$ cat src/rtl/osd_pkg.sv
package osd_pkg;

  // Lines per displayed dot for a given select code.
  function automatic logic [2:0] group_height(input logic [1:0] sel);
    case (sel)
      2'd1:    return 3'd5;
      2'd2:    return 3'd6;
      default: return 3'd4;
    endcase
  endfunction

  // Half-open span test: lo <= g < hi.
  function automatic logic in_span(input int unsigned g, input int unsigned lo,
                                   input int unsigned hi);
    return (g >= lo) && (g < hi);
  endfunction

endpackage

$ cat src/rtl/osd_line_timer.sv
module osd_line_timer #(
  parameter int GRP_W = 6
) (
  input  logic             clk,
  input  logic             rst_n,
  input  logic             hsync,
  input  logic             vsync,
  input  logic [1:0]       n_sel,
  output logic             line_start,
  output logic             grp_adv,
  output logic [GRP_W-1:0] grp_line
);
  import osd_pkg::*;

  logic             hs_q, vs_q, fresh;
  logic [2:0]       lcnt;
  logic [GRP_W-1:0] grp_now, grp_next;
  logic             vs_rise;

  assign vs_rise    = vsync & ~vs_q;
  assign line_start = hsync & ~hs_q & ~vs_rise;
  assign grp_adv    = line_start & (fresh | (lcnt == group_height(n_sel) - 3'd1));
  assign grp_next   = fresh ? '0 : grp_now + 1'b1;
  assign grp_line   = grp_adv ? grp_next : grp_now;

  always_ff @(posedge clk) begin
    if (!rst_n) begin
      hs_q    <= 1'b0;
      vs_q    <= 1'b0;
      fresh   <= 1'b1;
      lcnt    <= '0;
      grp_now <= '0;
    end else begin
      hs_q <= hsync;
      vs_q <= vsync;
      if (vs_rise) begin
        fresh <= 1'b1;
        lcnt  <= '0;
      end else if (grp_adv) begin
        fresh   <= 1'b0;
        lcnt    <= '0;
        grp_now <= grp_next;
      end else if (line_start) begin
        lcnt <= lcnt + 3'd1;
      end
    end
  end
endmodule

$ cat src/rtl/osd_pattern_stage.sv
module osd_pattern_stage #(
  parameter int PAT_BITS = 64,
  parameter int BYTE_W   = 8,
  localparam int NBYTES  = PAT_BITS / BYTE_W,
  localparam int SLOT_W  = $clog2(NBYTES),
  localparam int CNT_W   = $clog2(NBYTES + 1)
) (
  input  logic                clk,
  input  logic                rst_n,
  input  logic                ld_active,
  input  logic                ld_valid,
  input  logic [BYTE_W-1:0]   ld_byte,
  output logic [PAT_BITS-1:0] stage,
  output logic [CNT_W-1:0]    byte_cnt
);
  logic              ld_q, ld_rise, take;
  logic [SLOT_W-1:0] slot;

  assign ld_rise = ld_active & ~ld_q;
  assign take    = ld_valid & ld_active & (ld_rise | (byte_cnt < CNT_W'(NBYTES)));
  assign slot    = ld_rise ? '0 : byte_cnt[SLOT_W-1:0];

  always_ff @(posedge clk) begin
    if (!rst_n) begin
      ld_q     <= 1'b0;
      stage    <= '0;
      byte_cnt <= '0;
    end else begin
      ld_q <= ld_active;
      if (ld_rise) begin
        stage    <= '0;
        byte_cnt <= '0;
      end
      if (take) begin
        for (int i = 0; i < NBYTES; i++)
          if (32'(slot) == i) stage[i*BYTE_W +: BYTE_W] <= ld_byte;
        byte_cnt <= CNT_W'(slot) + CNT_W'(1);
      end
    end
  end
endmodule

$ cat src/rtl/osd_window_timing.sv
module osd_window_timing #(
  parameter int GRP_W  = 6,
  parameter int FP_LEN = 45,
  localparam int FP_W  = $clog2(FP_LEN + 1)
) (
  input  logic             clk,
  input  logic             rst_n,
  input  logic             grp_adv,
  input  logic [GRP_W-1:0] grp_line,
  input  logic [GRP_W-1:0] win_start,
  input  logic [GRP_W-1:0] win_end,
  input  logic             timing_en,
  output logic             in_win,
  output logic             frame_n,
  output logic             irq
);
  import osd_pkg::*;

  logic [FP_W-1:0] fp_cnt;
  int unsigned     lead;
  logic            fire_frame, fire_irq;

  // The group that opens N lines after this one.
  assign lead       = 32'(grp_line) + 1;
  assign in_win     = in_span(32'(grp_line), 32'(win_start), 32'(win_end));
  assign fire_frame = grp_adv & timing_en & (lead == 32'(win_start));
  assign fire_irq   = grp_adv & timing_en & in_span(lead, 32'(win_start), 32'(win_end));
  assign frame_n    = (fp_cnt == '0);

  always_ff @(posedge clk) begin
    if (!rst_n) begin
      fp_cnt <= '0;
      irq    <= 1'b0;
    end else begin
      irq <= fire_irq;
      if (fire_frame)          fp_cnt <= FP_W'(FP_LEN);
      else if (fp_cnt != '0)   fp_cnt <= fp_cnt - 1'b1;
    end
  end
endmodule

$ cat src/rtl/osd_pixel_shifter.sv
module osd_pixel_shifter #(
  parameter int PAT_BITS = 64,
  parameter int COL_W    = 3,
  localparam int IDX_W   = $clog2(PAT_BITS)
) (
  input  logic                clk,
  input  logic                rst_n,
  input  logic                line_start,
  input  logic                grp_adv,
  input  logic                in_win,
  input  logic [PAT_BITS-1:0] stage,
  input  logic [COL_W-1:0]    colour_en,
  output logic [PAT_BITS-1:0] act_pat,
  output logic                pix_out,
  output logic [COL_W-1:0]    colour_out
);
  logic [PAT_BITS-1:0] shreg;
  logic [IDX_W-1:0]    idx;
  logic                run;

  assign pix_out    = run & shreg[0];
  assign colour_out = colour_en & {COL_W{pix_out}};

  always_ff @(posedge clk) begin
    if (!rst_n) begin
      act_pat <= '0;
      shreg   <= '0;
      idx     <= '0;
      run     <= 1'b0;
    end else begin
      if (grp_adv) act_pat <= stage;
      if (line_start) begin
        shreg <= grp_adv ? stage : act_pat;
        run   <= in_win;
        idx   <= '0;
      end else if (run) begin
        shreg <= shreg >> 1;
        idx   <= idx + 1'b1;
        if (idx == IDX_W'(PAT_BITS - 1)) run <= 1'b0;
      end
    end
  end
endmodule

$ cat src/rtl/osd_line_engine.sv
module osd_line_engine #(
  parameter int PAT_BITS = 64,
  parameter int BYTE_W   = 8,
  parameter int GRP_W    = 6,
  parameter int COL_W    = 3,
  parameter int FP_LEN   = 45,
  localparam int CNT_W   = $clog2(PAT_BITS / BYTE_W + 1)
) (
  input  logic              clk,
  input  logic              rst_n,
  input  logic              hsync,
  input  logic              vsync,
  input  logic              ld_active,
  input  logic              ld_valid,
  input  logic [BYTE_W-1:0] ld_byte,
  input  logic [1:0]        n_sel,
  input  logic [GRP_W-1:0]  win_start,
  input  logic [GRP_W-1:0]  win_end,
  input  logic              timing_en,
  input  logic [COL_W-1:0]  colour_en,
  output logic              pix_out,
  output logic [COL_W-1:0]  colour_out,
  output logic              frame_n,
  output logic              irq
);
  logic                line_start, grp_adv, in_win;
  logic [GRP_W-1:0]    grp_line;
  logic [PAT_BITS-1:0] stage, act_pat;
  logic [CNT_W-1:0]    byte_cnt;

  osd_line_timer #(.GRP_W(GRP_W)) u_timer (
    .clk(clk), .rst_n(rst_n), .hsync(hsync), .vsync(vsync), .n_sel(n_sel),
    .line_start(line_start), .grp_adv(grp_adv), .grp_line(grp_line));

  osd_pattern_stage #(.PAT_BITS(PAT_BITS), .BYTE_W(BYTE_W)) u_stage (
    .clk(clk), .rst_n(rst_n), .ld_active(ld_active), .ld_valid(ld_valid),
    .ld_byte(ld_byte), .stage(stage), .byte_cnt(byte_cnt));

  osd_window_timing #(.GRP_W(GRP_W), .FP_LEN(FP_LEN)) u_win (
    .clk(clk), .rst_n(rst_n), .grp_adv(grp_adv), .grp_line(grp_line),
    .win_start(win_start), .win_end(win_end), .timing_en(timing_en),
    .in_win(in_win), .frame_n(frame_n), .irq(irq));

  osd_pixel_shifter #(.PAT_BITS(PAT_BITS), .COL_W(COL_W)) u_shift (
    .clk(clk), .rst_n(rst_n), .line_start(line_start), .grp_adv(grp_adv),
    .in_win(in_win), .stage(stage), .colour_en(colour_en), .act_pat(act_pat),
    .pix_out(pix_out), .colour_out(colour_out));
endmodule

$ cat config.mk
export PLATFORM = sky130hd
export DESIGN_NAME = osd_line_engine
export DESIGN_NICKNAME = d
export VERILOG_FILES = /design/src/rtl/osd_pkg.sv /design/src/rtl/osd_line_timer.sv /design/src/rtl/osd_pattern_stage.sv /design/src/rtl/osd_window_timing.sv /design/src/rtl/osd_pixel_shifter.sv /design/src/rtl/osd_line_engine.sv
export SDC_FILE = /design/constraint.sdc
export NUM_CORES = 1
export LEC_CHECK = 0
export BUFFER_PORTS_ARGS = -buffer_cell sky130_fd_sc_hd__buf_4
export CAP_MARGIN = 10
export CORE_MARGIN = 2
export CORE_UTILIZATION = 40
export DETAILED_ROUTE_END_ITERATION = 8
export GPL_ROUTABILITY_DRIVEN = 0
export GPL_TIMING_DRIVEN = 0
export PLACE_DENSITY_LB_ADDON = 0.25
export SYNTH_ARGS = -nofsm -noshare
export SYNTH_HDL_FRONTEND = slang
export SYNTH_SLANG_ARGS = --single-unit
$ cat constraint.sdc
create_clock -name clk -period 7.1 [get_ports clk]
set_input_delay 0.71 -clock clk [delete_from_list [all_inputs] [get_ports clk]]
set_output_delay 0.71 -clock clk [all_outputs]
set_load 0.02 [all_outputs]
; ---- Yosys cells after proc, flatten, opt, wreduce, memory -nomap -nowiden
; Cells that the tools add are included.
[word_totals]
elab_cells = 94
inputBits = 32
reg_bits = 223
out_inout_bits = 6
[op_classes]
eq_ne = 12
reduce_logical = 12
n_addsub = 7
n_bitwise = 19
order_cmp = 5
muxes = 24
[op_table]
columns = operator, count
row1 = 64-bit two-way mux, 5
row2 = 8-bit two-way mux, 8
row3 = 32-bit by 6-bit equality test with 1-bit output, 1
row4 = 32-bit by 6-bit >= comparator with 1-bit output, 1
row5 = 32-bit by 6-bit < comparator with 1-bit output, 1
row6 = 6-bit two-way mux, 4
row7 = "6-bit by 1-bit adder with 6-bit output, second input constant", 2
row8 = "3-bit equality test, second input constant", 4
row9 = 1-bit bitwise AND, 11
row10 = 4-bit two-way mux, 2
row11 = "6-bit by 1-bit adder with 7-bit output, second input constant", 1
row12 = "3-bit by 2-bit equality test with 1-bit output, second input constant", 2
row13 = "6-bit equality test, second input constant", 1
row14 = 6-bit >= comparator, 1
row15 = 6-bit logical NOT, 1
row16 = 6-bit < comparator, 1
row17 = 2-bit nonzero test, 3
row18 = 6-bit nonzero test, 1
row19 = 2-bit OR reduction, 3
row20 = "6-bit by 1-bit subtractor with 6-bit output, second input constant", 1
row21 = 1-bit inverter, 5
row22 = "3-bit by 1-bit adder with 4-bit output, second input constant", 1
row23 = "4-bit < comparator, second input constant", 1
row24 = 2-bit one-hot mux with 2 select lines, 1
row25 = 13 further kinds, 17

; ---- Depth between registers and ports, before layout
[logic_depth]
ltp_word = 11
mapped_depth = 18
mapped_depth_nobuf = 18

; ---- Cells and area by module
; From an unflattened synthesis, not the netlist that was laid out.
[unflattened]
cells_unflattened = 919
area_unflattened_um2 = 9793.1
[modules_own_cells]
columns = mod, cells_each, n_inst, area_per_inst_um2, seq_area_each_um2
row1 = osd_pixel_shifter, 455, 1, 5521.5, 2702.6
row2 = osd_pattern_stage, 268, 1, 2580.0, 1381.3
row3 = osd_window_timing, 107, 1, 952.2, 140.1
row4 = osd_line_timer, 89, 1, 739.5, 240.2

; ---- Worst setup path before layout
; OpenSTA, ideal clock, no wires.
[synth_path]
path_type = input to register
from = in n_sel[1]
to = reg u_win.fp_cnt[0]
required_time_ps = 7040
cell_stages = 17
slack_ps = 3356
path_buffers = 0
t_arrival_ps = 3684
setup_ps = 60
path_cell_list = inv_1 -> ha_1 -> and3b_1 -> o21ai_2 -> nor4_1 -> a221oi_2 -> inv_2 -> ha_1 -> a21boi_0 -> nand2_1 -> mux2_2 -> ha_1 -> nand4_1 -> nor3b_1 -> and3_1 -> nand3_1 -> nand2_1
[synth_between]
elab_chain_len = 11
elab_cells_between_ends = 14
cone_classes = 2 x add/sub / 4 x eq/ne / 3 x mux / 4 x bitwise / 1 x reduce/logical
[synth_lines]
columns = element, line
row1 = "start, declared", osd_line_engine.sv:16  ; input logic [1:0] n_sel,
row2 = 2-bit equality test / 2-bit by 1-bit equality test with 1-bit output (equally long branches), osd_pkg.sv:5  ; case (sel)
row3 = 2-bit one-hot mux with 2 select lines *, osd_pkg.sv:5
row4 = 3-bit by 1-bit subtractor with 3-bit output *, osd_line_timer.sv:22  ; assign grp_adv = line_start & (fresh | (lcnt == group_height(n_sel) - 3'd1));
row5 = 3-bit equality test *, osd_line_timer.sv:22
row6 = 1-bit OR *, osd_line_timer.sv:22
row7 = 1-bit bitwise AND *, osd_line_timer.sv:22
row8 = 6-bit two-way mux *, osd_line_timer.sv:24  ; assign grp_line = grp_adv ? grp_next : grp_now;
row9 = net grp_line[0], osd_line_engine.sv:27  ; logic [GRP_W-1:0] grp_line;
row10 = 6-bit by 1-bit adder with 7-bit output *, osd_window_timing.sv:24  ; assign lead = 32'(grp_line) + 1;
row11 = 32-bit by 6-bit equality test with 1-bit output *, osd_window_timing.sv:26  ; assign fire_frame = grp_adv & timing_en & (lead == 32'(win_start));
row12 = 1-bit bitwise AND *, osd_window_timing.sv:26
row13 = 6-bit two-way mux / 2-bit nonzero test (equally long branches), n/a
row14 = "end signal, assigned", osd_window_timing.sv:36  ; if (fire_frame) fp_cnt <= FP_W'(FP_LEN);
row15 = "end signal, assigned", osd_window_timing.sv:37  ; else if (fp_cnt != '0) fp_cnt <= fp_cnt - 1'b1;
row16 = "end, declared", osd_window_timing.sv:19  ; logic [FP_W-1:0] fp_cnt;
; The timed path passes the listed nets; every way through them passes the cells marked *.
; A chain may end at the register's enable or synchronous reset.

; ---- Worst setup path after layout
[layout_path]
from = in n_sel[0]
to = reg u_win.fp_cnt[2]
; Same word-level chain as after synthesis.

==> impl_results.md <==
* Antenna Cells at 0
* Worst hold path startpoint: vsync
* Global-route wire length before repair at 34.61 mm
* Leakage at 0.003964 uW
* Synth top area cells: dfxtp_1 46%, mux2i_1 13%, o2bb2ai_1 5.6%
* Synth unique cells at 54
* Largest stage delay, worst path at 0.39 ns
* Worst setup EP type: register
* Hold buffer count at cts at 0
* Net count, final at 1110
* Inserted Clock Buffers at 25
* Commonest non-fill, non-tap cell in the layout: dfxtp_1
* Highest-count cells in the layout ignoring fill and taps: 223 x dfxtp_1, 131 x mux2i_1, 97 x nand2_1
* Status: finished, final reports clean
* Min Hold Slack at 0.4341 ns
* WP data arrival at 4.29 ns
* Worst hold stages at 2
* Number of flops mapped to enable cells by yosys at 0
* Max-slew violations at 0
* Internal reg-to-reg setup slack at 3.51 ns
* Core Region at 24180 um2
* Row count at 57
* Sink Count at 223
* I/O Buffers at 28
* Cell Chain, Critical Path: buf_4 -> ha_1 -> and3b_1 -> o21ai_2 -> nor4_1 -> a221oi_2 -> inv_2 -> ha_1 -> a21boi_0 -> nand2_1 -> mux2_2 -> ha_1 -> nand4_1 -> nor3b_1 -> and3_1 -> nand3_1 -> nand2_1
* Peak VDD IR at 0.0001661 V
* Delay-heaviest family, CP: simple AND/OR/NAND/NOR gates
* Non-filler cells, final at between 1000 and 1500
* Detail Route Antenna Nets at 0
* Final Util at 46.66%
* Mapped Cells at between 900 and 1000
* Worst R2R Start: u_timer.hs_q$_SDFF_PN0_
* Seq/Total Area, Yosys at 45.64%
* GRT Total Usage at 16.19%
* Setup Skew at 0.01245 ns
* Area share of the largest cell type after synthesis at 45.64%
* DIE AREA at 25720 um2
* Max cap viols at 0
* Post-Syn Nets at 1055
* Gr ovfl total at 0
* Initial Utilization at between 40 and 50%
* Area Overhead vs Synth at 15.34%
* PwrDens at 257.1 nW/um2
* Max_slew headroom at 41.00%
* Register-to-Register Path Depth at 17
* DR DRC count at 0
* Routed WL per cell at 15.05 um
* Synth Register Bits at 223
* DR pass1 iterations at 4
* Post-Place Cell Area at 10400 um2
* H-tree Lvls at 1
* Placed insts at 1340
* Post-synth top area cell: dfxtp_1
* Post-CTS setup buffer count at 0
* Final Cycle Share at 54.24%
* Asr flop ratio synth at 0%
* Most frequent CP cell: ha_1
* Hold/Removal Path Class: in -> reg
* Synth warnings at 0
* Worst reg2reg path endpoint: u_win.fp_cnt[2]$_SDFFE_PN0P_
* Design Area, Final at 11280 um2
* CP max stage cell: a221oi_2
* Fin crit period at 3.851 ns
* Ys flop type: dfxtp_1
* Setup TNS at 0 ns
* Hold EP: u_timer.vs_q$_SDFF_PN0_
* Fillcell total at about 2300
* Cell Area, Synth at 9781 um2
* RSZ-0062 raised after global routing: no
* Kind of critical path: in -> reg
* Critical Path Start Type: primary input
* Clk_lat worst skew at a little over 0.5 ns
* Die Width at 160.4 um
* Crit-path max FO at 6
* Fmax at 259.7 MHz
* Clk buf depth at 3
* Root Buffer: clkbuf_16
* Via Count at 6988
* Slew @ Worst Pin at roughly 0.9 ns
* Mean Syn Cell Area at 9.899 um2
* CTS tree: done
* Post-CTS sizing at 0
* Die boundary height at between 150 and 200 um
* Final HPWL DP at 14.48 mm
* Largest net degree at the start of global routing at 14
* Hold Fails Final Rpt at 0
* IO Pins at 38
* Crit path from: n_sel[0]
* Vias per inst at slightly above 5
* CP Data Required Time at between 7 and 8 ns
* Final setup vio count at 0
* Clock transition at path regs at 0.06 ns
* Vias in the first global route at 6661
* Drt total wl at 20.82 mm
* CP Buf/Inv Count at 2
* Share of cells above drive strength 1 at 9.537%
* Initial drt markers at between 300 and 400
* Initial antenna violation count at 0
-- logic make-up after synthesis --
family          count (synthesis)  synth area share, %
fa+ha+maj                      35                4.477
flops                         223                45.64
simple gates                  321                17.08
compound gates                166                13.36
mux                           132                13.52
xor+xnor                       16                1.510
buf+inv                        95                4.413
-- metrics by stage --
stage | total power [uW] | setup slack (ns)
6_report | 2900 | 3.249
5_1_grt | 3006 | 2.938
2_1_floorplan | 1486 | 3.356
4_1_cts | 2929 | 3.246
3_3_place_gp | 1552 | 2.769
3_5_place_dp | 1553 | 2.730
-- sequential cells by signal (all words and copies together) (netlist names), 3 cells and up --
signal            cells
u_stage.byte_cnt      4
u_shift.act_pat      64
u_win.fp_cnt          6
u_stage.stage        64
u_shift.idx           6
u_timer.lcnt          3
u_timer.grp_now       6
u_shift.shreg        64
-- power by group --
part           switching, uW  internal [uW]
combinational            138            103
sequential              13.9           1270
clock                    501            874
total                    653           2250
-- metal layers --
metal  track usage (%)  routed length, um  share of wire (%)
met5                 0                  0                  0
met4             3.931                308                1.5
met3             2.092                871                4.2
met2             26.09               9497                 46
met1             23.11              10140                 49
-- cell type report --
type                            instances  area (um2)  share of cell area, %
Sequential cell                       223        4464                  39.57
Clock buffer                           32       701.9                  6.222
Inverter                               21       78.83                 0.6988
Timing Repair Buffer                   28       210.2                  1.863
Clock inverter                         11       182.7                  1.619
Multi-Input combinational cell        670        4885                  43.30
Buffer                                 74       352.8                  3.128
Tap cell                              324       405.4                  3.594
-- cells in the mapped netlist (6+ instances only) --
master / instances
nand4_1: 6
nor2_1: 16
mux2i_1: 131
nand2_1: 97
buf_4: 7
inv_1: 20
nand2b_1: 6
and2_1: 14
xnor2_1: 7
nor2b_1: 71
ha_1: 35
and3_1: 12
o2bb2ai_1: 63
nor3_1: 8
a21oi_1: 8
a21boi_0: 68
clkbuf_2: 8
clkbuf_1: 52
xor2_1: 8
dfxtp_1: 223
nand3_1: 71
o21ai_0: 9
-- how the worst max path moves through the flow --
stage	end	slack [ns]	cells past startpoint
2_1_floorplan	u_win.fp_cnt[0]$_SDFFE_PN0P_	3.36	17
3_3_place_gp	u_win.fp_cnt[5]$_SDFFE_PN0P_	2.77	17
3_5_place_dp	u_win.fp_cnt[3]$_SDFFE_PN0P_	2.73	17
4_1_cts	u_win.fp_cnt[2]$_SDFFE_PN0P_	3.25	17
5_1_grt	u_win.fp_cnt[3]$_SDFFE_PN0P_	2.94	17
6_report	u_win.fp_cnt[2]$_SDFFE_PN0P_	3.25	17
No activity file was read; power rests on OpenSTA's default activity.
